--- src/rtl/pwmx_pkg.sv ---
`timescale 1ns/1ps
// Shared constants for the multichannel PWM: register byte offsets.
// Assumes 32-bit data words on a byte-addressed register port.
package pwmx_pkg;
    localparam int ADR_PRESCALE  = 'h00;
    localparam int ADR_PERIOD    = 'h04;
    localparam int ADR_ENABLE    = 'h08;
    localparam int ADR_SYNC      = 'h0C;
    localparam int ADR_DUTY_BASE = 'h10;
    localparam int DUTY_STRIDE   = 8;
    localparam int FALL_OFFSET   = 4;
endpackage

--- src/rtl/pwmx_timebase.sv ---
`timescale 1ns/1ps
// Prescaler and period counter shared by all channels.
// Period and prescale settings are latched only on the wrap cycle,
// which is also reported as period_start. Assumes rst_n is synchronous.
module pwmx_timebase #(
    parameter int CW = 16,
    parameter int PW = 16
) (
    input  logic          clk,
    input  logic          rst_n,
    input  logic [PW-1:0] cfg_prescale,
    input  logic [CW-1:0] cfg_period,
    output logic [CW-1:0] cnt,
    output logic [CW-1:0] period_act,
    output logic          period_start
);
    logic [PW-1:0] pre_act;
    logic [PW-1:0] pre_cnt;
    logic          tick;

    // a counter step happens once the prescaler reaches its active limit
    assign tick         = (pre_cnt == pre_act);
    assign period_start = tick && (cnt == period_act);

    // prescaler, period counter and boundary latching of the settings
    always_ff @(posedge clk) begin
        if (!rst_n) begin
            pre_cnt    <= '0;
            pre_act    <= '0;
            period_act <= '0;
            cnt        <= '0;
        end else begin
            if (tick) pre_cnt <= '0;
            else      pre_cnt <= pre_cnt + 1'b1;
            if (period_start) begin
                cnt        <= '0;
                period_act <= cfg_period;
                pre_act    <= cfg_prescale;
            end else if (tick) begin
                cnt <= cnt + 1'b1;
            end
        end
    end
endmodule

--- src/rtl/pwmx_regs.sv ---
`timescale 1ns/1ps
// Register file: control words, per-channel position registers and the
// optional buffer copies chosen by SHADOW_MASK. Buffered channels in sync
// style commit both positions on period_start; all others update at once.
// Assumes a zero-wait write when psel, penable and pwrite are high.
module pwmx_regs
    import pwmx_pkg::*;
#(
    parameter int            NCH         = 16,
    parameter int            CW          = 16,
    parameter int            PW          = 16,
    parameter int            AW          = 8,
    parameter logic [NCH-1:0] SHADOW_MASK = '1
) (
    input  logic                    clk,
    input  logic                    rst_n,
    input  logic                    psel,
    input  logic                    penable,
    input  logic                    pwrite,
    input  logic [AW-1:0]           paddr,
    input  logic [31:0]             pwdata,
    input  logic                    period_start,
    output logic [31:0]             prdata,
    output logic [PW-1:0]           cfg_prescale,
    output logic [CW-1:0]           cfg_period,
    output logic [NCH-1:0]          ch_en,
    output logic [NCH-1:0]          sync_q,
    output logic [NCH-1:0][CW-1:0]  act_rise,
    output logic [NCH-1:0][CW-1:0]  act_fall
);
    localparam logic [AW-1:0] A_PRE  = AW'(ADR_PRESCALE);
    localparam logic [AW-1:0] A_PER  = AW'(ADR_PERIOD);
    localparam logic [AW-1:0] A_EN   = AW'(ADR_ENABLE);
    localparam logic [AW-1:0] A_SYNC = AW'(ADR_SYNC);

    logic wr;
    assign wr = psel && penable && pwrite;

    // control words; sync bits of unbuffered channels are dropped
    always_ff @(posedge clk) begin
        if (!rst_n) begin
            cfg_prescale <= '0;
            cfg_period   <= '0;
            ch_en        <= '0;
            sync_q       <= '0;
        end else if (wr) begin
            if (paddr == A_PRE)  cfg_prescale <= pwdata[PW-1:0];
            if (paddr == A_PER)  cfg_period   <= pwdata[CW-1:0];
            if (paddr == A_EN)   ch_en        <= pwdata[NCH-1:0];
            if (paddr == A_SYNC) sync_q       <= pwdata[NCH-1:0] & SHADOW_MASK;
        end
    end

    // readback of the control words only
    always_comb begin
        prdata = '0;
        if (psel) begin
            case (paddr)
                A_PRE:   prdata = 32'(cfg_prescale);
                A_PER:   prdata = 32'(cfg_period);
                A_EN:    prdata = 32'(ch_en);
                A_SYNC:  prdata = 32'(sync_q);
                default: prdata = '0;
            endcase
        end
    end

    for (genvar i = 0; i < NCH; i++) begin : g_ch
        localparam logic [AW-1:0] A_RISE = AW'(ADR_DUTY_BASE + DUTY_STRIDE * i);
        localparam logic [AW-1:0] A_FALL = AW'(ADR_DUTY_BASE + DUTY_STRIDE * i + FALL_OFFSET);
        logic          wr_rise, wr_fall;
        logic [CW-1:0] rise_q, fall_q;

        assign wr_rise     = wr && (paddr == A_RISE);
        assign wr_fall     = wr && (paddr == A_FALL);
        assign act_rise[i] = rise_q;
        assign act_fall[i] = fall_q;

        if (SHADOW_MASK[i]) begin : g_buf
            logic [CW-1:0] buf_rise, buf_fall;

            // buffer copies always track writes
            always_ff @(posedge clk) begin
                if (!rst_n) begin
                    buf_rise <= '0;
                    buf_fall <= '0;
                end else begin
                    if (wr_rise) buf_rise <= pwdata[CW-1:0];
                    if (wr_fall) buf_fall <= pwdata[CW-1:0];
                end
            end

            // active positions: commit at the wrap in sync style, else direct
            always_ff @(posedge clk) begin
                if (!rst_n) begin
                    rise_q <= '0;
                    fall_q <= '0;
                end else if (sync_q[i]) begin
                    if (period_start) begin
                        rise_q <= buf_rise;
                        fall_q <= buf_fall;
                    end
                end else begin
                    if (wr_rise) rise_q <= pwdata[CW-1:0];
                    if (wr_fall) fall_q <= pwdata[CW-1:0];
                end
            end
        end else begin : g_direct
            // unbuffered channel: writes go straight to the comparator
            always_ff @(posedge clk) begin
                if (!rst_n) begin
                    rise_q <= '0;
                    fall_q <= '0;
                end else begin
                    if (wr_rise) rise_q <= pwdata[CW-1:0];
                    if (wr_fall) fall_q <= pwdata[CW-1:0];
                end
            end
        end
    end
endmodule

--- src/rtl/pwmx_chan.sv ---
`timescale 1ns/1ps
// One PWM output: set on a rise match, cleared on a fall match, held low
// when disabled or when both positions are equal. Output is registered.
module pwmx_chan #(
    parameter int CW = 16
) (
    input  logic          clk,
    input  logic          rst_n,
    input  logic          en,
    input  logic [CW-1:0] cnt,
    input  logic [CW-1:0] rise,
    input  logic [CW-1:0] fall,
    output logic          out
);
    // edge comparison; a fall match wins over a rise match
    always_ff @(posedge clk) begin
        if (!rst_n)                  out <= 1'b0;
        else if (!en || rise == fall) out <= 1'b0;
        else if (cnt == fall)         out <= 1'b0;
        else if (cnt == rise)         out <= 1'b1;
    end
endmodule

--- src/rtl/pwmx_top.sv ---
`timescale 1ns/1ps
// Sixteen-channel PWM with a shared timebase and per-channel optional
// buffered duty registers. Assumes a zero-wait register port and a
// synchronous active-low reset.
module pwmx_top #(
    parameter int             NCH         = 16,
    parameter int             CW          = 16,
    parameter int             PW          = 16,
    parameter int             AW          = 8,
    parameter logic [NCH-1:0] SHADOW_MASK = 16'h00FF
) (
    input  logic           clk,
    input  logic           rst_n,
    input  logic           psel,
    input  logic           penable,
    input  logic           pwrite,
    input  logic [AW-1:0]  paddr,
    input  logic [31:0]    pwdata,
    output logic [31:0]    prdata,
    output logic [NCH-1:0] pwm_out
);
    logic [PW-1:0]          cfg_prescale;
    logic [CW-1:0]          cfg_period;
    logic [NCH-1:0]         ch_en;
    logic [NCH-1:0]         sync_q;
    logic [NCH-1:0][CW-1:0] act_rise;
    logic [NCH-1:0][CW-1:0] act_fall;
    logic [CW-1:0]          cnt;
    logic [CW-1:0]          period_act;
    logic                   period_start;

    pwmx_regs #(
        .NCH(NCH), .CW(CW), .PW(PW), .AW(AW), .SHADOW_MASK(SHADOW_MASK)
    ) u_regs (
        .clk(clk), .rst_n(rst_n),
        .psel(psel), .penable(penable), .pwrite(pwrite),
        .paddr(paddr), .pwdata(pwdata),
        .period_start(period_start),
        .prdata(prdata),
        .cfg_prescale(cfg_prescale), .cfg_period(cfg_period),
        .ch_en(ch_en), .sync_q(sync_q),
        .act_rise(act_rise), .act_fall(act_fall)
    );

    pwmx_timebase #(.CW(CW), .PW(PW)) u_tb (
        .clk(clk), .rst_n(rst_n),
        .cfg_prescale(cfg_prescale), .cfg_period(cfg_period),
        .cnt(cnt), .period_act(period_act), .period_start(period_start)
    );

    for (genvar i = 0; i < NCH; i++) begin : g_out
        pwmx_chan #(.CW(CW)) u_chan (
            .clk(clk), .rst_n(rst_n),
            .en(ch_en[i]), .cnt(cnt),
            .rise(act_rise[i]), .fall(act_fall[i]),
            .out(pwm_out[i])
        );
    end
endmodule

--- config.mk ---
export PLATFORM = sky130hd
export DESIGN_NAME = pwmx_top
export DESIGN_NICKNAME = d
export VERILOG_FILES = /design/src/rtl/pwmx_pkg.sv /design/src/rtl/pwmx_timebase.sv /design/src/rtl/pwmx_regs.sv /design/src/rtl/pwmx_chan.sv /design/src/rtl/pwmx_top.sv
export SDC_FILE = /design/constraint.sdc
export NUM_CORES = 2
export LEC_CHECK = 0
export BUFFER_PORTS_ARGS = -buffer_cell sky130_fd_sc_hd__buf_2
export CELL_PAD_IN_SITES_DETAIL_PLACEMENT = 1
export CELL_PAD_IN_SITES_GLOBAL_PLACEMENT = 1
export CORE_MARGIN = 2
export CORE_UTILIZATION = 25
export CTS_CLUSTER_SIZE = 25
export DETAILED_ROUTE_END_ITERATION = 16
export GPL_TIMING_DRIVEN = 0
export PLACE_DENSITY = 0.57
export SLEW_MARGIN = 40
export SYNTH_ARGS = -nofsm -noshare
export SYNTH_HDL_FRONTEND = slang
export SYNTH_SLANG_ARGS = --single-unit
--- constraint.sdc ---
create_clock -name clk -period 2.2 [get_ports clk]
set_input_delay 0.33 -clock clk [delete_from_list [all_inputs] [get_ports clk]]
set_output_delay 0.33 -clock clk [all_outputs]
set_load 0.01 [all_outputs]
# After elaboration in Yosys (flattened, before gate mapping)
# Cells that the tools add are included.
# op_classes
addsub	2
n_eq_ne	93
n_mux	50
bitwise	1
reduce_logical	122
# op_table
cell	count
16-bit equality test	50
16-bit two-way mux	48
8-bit by 7-bit equality test with 1-bit output, second input constant	16
8-bit by 6-bit equality test with 1-bit output, second input constant	8
16-bit case mux with 4 select lines	1
3-bit OR reduction	16
2-bit AND reduction	20
1-bit logical AND	35
16-bit by 1-bit adder with 16-bit output, second input constant	2
8-bit by 5-bit equality test with 1-bit output, second input constant	4
8-bit equality test, second input constant	4
32-bit two-way mux	1
2-bit nonzero test	16
8-bit by 4-bit equality test with 1-bit output, second input constant	2
1-bit logical NOT	16
1-bit logical OR	16
2-bit inequality test, second input constant	8
8-bit by 3-bit equality test with 1-bit output, second input constant	1
8-bit logical NOT	1
2-bit OR reduction	2
1-bit inverter	1
# word_totals
register_bits	904
in_bits	45
out_inout_bits	48
wordCells	340

# Depth between registers and ports, before layout
# logic_depth
word_depth	5
ltp_mapped	10
mapped_depth_nobuf	6

# By module
# From an unflattened synthesis, not the netlist that was laid out.
# hier_totals
cells_unflattened	5805
hier_area_um2	50432.1
# by_module_without_submodules
module	instances	cells_each	area_per_inst_um2	seq_area_each_um2
pwmx_regs	1	4378	38260.4	16495.8
pwmx_chan	16	67	576.8	20.0
pwmx_timebase	1	355	2942.8	1281.2

# Worst setup path after synthesis
# No wires, ideal clock.
# synth_timing
path_kind	input -> output
from	input paddr[4]
to	output prdata[10]
arrival_time_ns	1.951
required_ns	1.870
path_slack_ns	-0.081
cell_stages	6
path_buffers	3
path_cell_list	buf_2 -> nor4_1 -> clkbuf_1 -> nand3_1 -> clkbuf_1 -> nor2_1
# synth_via
elab_chain_len	3
word_cells_on_any_way	6
classes_between	3 x eq/ne; 2 x mux; 1 x reduce/logical
# synth_lines
item	line_no	rtl
from (decl)	pwmx_top.sv:17	input logic [AW-1:0] paddr,
8-bit by 4-bit equality test with 1-bit output, or another cell as far along	pwmx_regs.sv:58	case (paddr)
16-bit case mux with 4 select lines *	pwmx_regs.sv:58	
32-bit two-way mux *	pwmx_regs.sv:57	if (psel) begin
to (decl)	pwmx_top.sv:19	output logic [31:0] prdata,
# Every way passes the cells marked *; elsewhere a longest branch is shown, timed or not.

# Worst setup path in the final report
# layout_timing
from	register u_regs.sync_q[5]
to	output prdata[5]
# layout_via
elab_chain_len	2
# layout_lines
item	line_no	rtl
from (decl)	pwmx_regs.sv:27	output logic [NCH-1:0] sync_q,
from (signal assigned)	pwmx_regs.sv:50	if (paddr == A_SYNC) sync_q <= pwdata[NCH-1:0] & SHADOW_MASK;
16-bit case mux with 4 select lines	pwmx_regs.sv:58	
32-bit two-way mux	pwmx_regs.sv:57	
# No other way between the ends.

==> out/results.txt <==
DR vias/cell = 5.49
gr usage total = 26.8%
Sink Count = 904
GP Congestion = 0.983
number of antenna violations at the first check in global routing = 17
Worst Hold End = u_regs.g_ch[1].g_buf.buf_fall[10]
total CTS buffers = 108
worst-skew pair later-pin latency = 800 ps
Hold WC Path Type = primary input to register
Clk pin slew, worst setup/hold paths = 60 ps
Seq cells post-synth = 904
Final Hold Viols = 0
fin crit share = 119%
die width = 427 um
Worst setup EP type = primary output
placed cell count = 7982
reg-to-reg critical path endpoint = u_regs.g_ch[3].fall_q[4]
CTS tree = yes
Hold Crit Start = pwdata[10]
minimum clock period = 2620 ps
cell area after layout = 0.0591 mm2
syn avg cell area = 8.14 um2
unrepaired setup endpoints after global routing = true
CTS H-tree depth = 3
Critical R2R Launch = u_tb.period_act[13]
violated checks = negative setup slack
fin nets = 5972
Overall Power = 0.0372 W
ys async rst share = 0%
Netlist cell types = 60
share of cells above drive strength 1 = 19.7%
Post-Synthesis Cells = 5498
CP Launch Type = register
Max-cap violations = 0
die footprint = 0.182 mm2
clk buf depth = 3
final setup violation count = 341
CTS root buf = clkbuf_16
initial DRC count = 4466
Post-CTS Hold Buffers = 0
CP max FO = 2
antenna viol nets, final = 0
DR WL/cell = 30.4 um
via count = 45994
first-pass GRT wire length = 350000 um
post-synthesis cell area = 0.0447 mm2
global route total overflow = 0
critical path class = register to primary output
worst path arrival time = 2290 ps
Worst Tran Pin Value = 1230 ps
FP Rows = 155
Die H = 427 um
non-filler instance count after layout = 8371
largest net degree at the start of global routing = 17
Clock Skews = 55.6 ps
initial core utilization = 25.1%
flop2flop setup slack = -280 ps
I/O pin total = 93
Post-synth EDFFs = 0
Slew HR = 18.3%
Slew Viols, Final = 0
CP required = 1870 ps
Initial DRT Pass Iterations = 6
Layout area overhead = 32.2%
placeable core area = 0.178 mm2
detailed-route wire length = 254000 um
Area after DPL = 0.0500 mm2
outcome = finished, violations left
vias in the first global route = 44514
Leak = 21.1 nW
register area share after synthesis = 40.5%
Yosys warning total = 0
dominant register cell in the synthesized netlist = dfxtp_1
Reg2Reg Depth = 9
# DRC = 0
Power Density = 629 mW/mm2
FMAX = 0.381 GHz
worst setup slack after layout = -424 ps
Worst Hold Depth = 3
post-DP HPWL = 181000 um
VDD IR-drop max = 0.599 mV
PortBufs = 44
## cell usage after synthesis, drive strengths merged (50+ instances only)
library cell | instances | area (um2)
o21ai | 107 | 539
a221o | 187 | 1870
nand4 | 169 | 1070
xnor2 | 522 | 4570
nand3 | 521 | 2610
a21oi | 753 | 3770
nand2 | 906 | 3400
nor2 | 76 | 285
buf | 177 | 911
dfxtp | 904 | 18100
nor4 | 116 | 818
xor2 | 293 | 2570
inv | 50 | 188
and2 | 73 | 457
clkbuf | 368 | 1380
## cell type report
cell class,instances,area (um2)
inverter,50,188
tap,2355,2950
multi-input combinational,4016,26200
clock buffer,154,3130
buffer,527,3540
antenna,7,17.5
timing repair buffer,318,4430
sequential,904,18200
fill,20786,119000
clock inverter,40,469
## layer usage
layer / up-vias / share of wire, % / GRT usage [%] / routed length [um]
met1: 23227 / 41 / 35.1 / 105000
met3: 643 / 8.8 / 5.66 / 22200
met2: 2095 / 43 / 40.7 / 110000
met4: 10 / 6.9 / 15.3 / 17500
li1: 20019 / - / - / -
met5: - / 0.024 / 0 / 61
## stage by stage
step                hold WS [ps]  setup WS [ps]   TNS, ps  util [%]
finish                      9.71           -424    -60190      33.2
global route                40.8           -421    -84630      33.2
CTS                         16.1           -381    -35960      32.1
detailed placement           447          -1690   -976170      28.1
global placement             441          -3040  -1652210      26.9
floorplan                    435           4.44         0         -
## registers in the layout, summed over array words and instances (netlist names)
register / count
u_regs.g_ch.g_buf.buf_fall: 128
u_regs.cfg_prescale: 16
u_regs.g_ch.rise_q: 256
u_regs.ch_en: 16
u_tb.pre_cnt: 16
u_regs.g_ch.g_buf.buf_rise: 128
u_regs.g_ch.fall_q: 256
u_regs.cfg_period: 16
u_tb.period_act: 16
u_tb.pre_act: 16
u_tb.cnt: 16
u_regs.sync_q: 8
g_out.u_chan.out: 16
## timing repair
| action | in CTS | in global routing |
|---|---|---|
| setup buffers | 110 | 67 |
| resized for setup | 648 | 408 |
| endpoints found under the setup margin | 798 | 623 |
| cloned | 31 | 14 |
| pin swaps | 214 | 166 |
## layout by cell type, fill, tap and decap left out, types with 86 or more instances in the layout
cell type	instances
a21oi_1	708
a221o_1	187
buf_2	86
buf_4	139
buf_6	91
clkbuf_1	204
clkbuf_16	125
clkbuf_2	131
dfxtp_1	862
nand2_1	905
nand3_1	465
nand4_1	167
xnor2_1	521
xor2_1	285
## how the worst max path moves through the flow
stage	from	endpoint	depth (start not counted)
detailed placement	paddr[2]	u_regs.g_ch[14].fall_q[8]	10
global placement	paddr[2]	u_regs.g_ch[14].fall_q[14]	9
global route	u_regs.sync_q[6]	prdata[6]	4
CTS	u_regs.sync_q[5]	prdata[5]	4
finish	u_regs.sync_q[5]	prdata[5]	4
floorplan	u_tb.cnt[0]	u_regs.g_ch[6].fall_q[12]	7
## worst max-delay path: stages, from the launching register on
cell and delay, ps:
dfxtp_4 380, mux2_4 270, a222oi_1 550, nor2_1 140, buf_2 170
## cells by family (layout without fill, tap and decap cells)
logic type	after synthesis	in the layout	synth area share [%]
xor+xnor	815	815	16.0
simple gates	1965	1966	20.9
buf+inv	595	1089	5.54
fa+ha+maj	2	2	0.0559
compound gates	1184	1185	16.3
mux	32	32	0.783
other cells	1	23	0.00838
flops	904	904	40.5
## where the power goes
group / internal, W / leakage [nW] / switching, W
sequential: 0.0164 / 7.30 / 0.00000851
combinational: 0.000455 / 12.0 / 0.00158
clock: 0.0107 / 1.76 / 0.00809
total: 0.0275 / 21.1 / 0.00968
No activity file was read; power rests on OpenSTA's default activity.
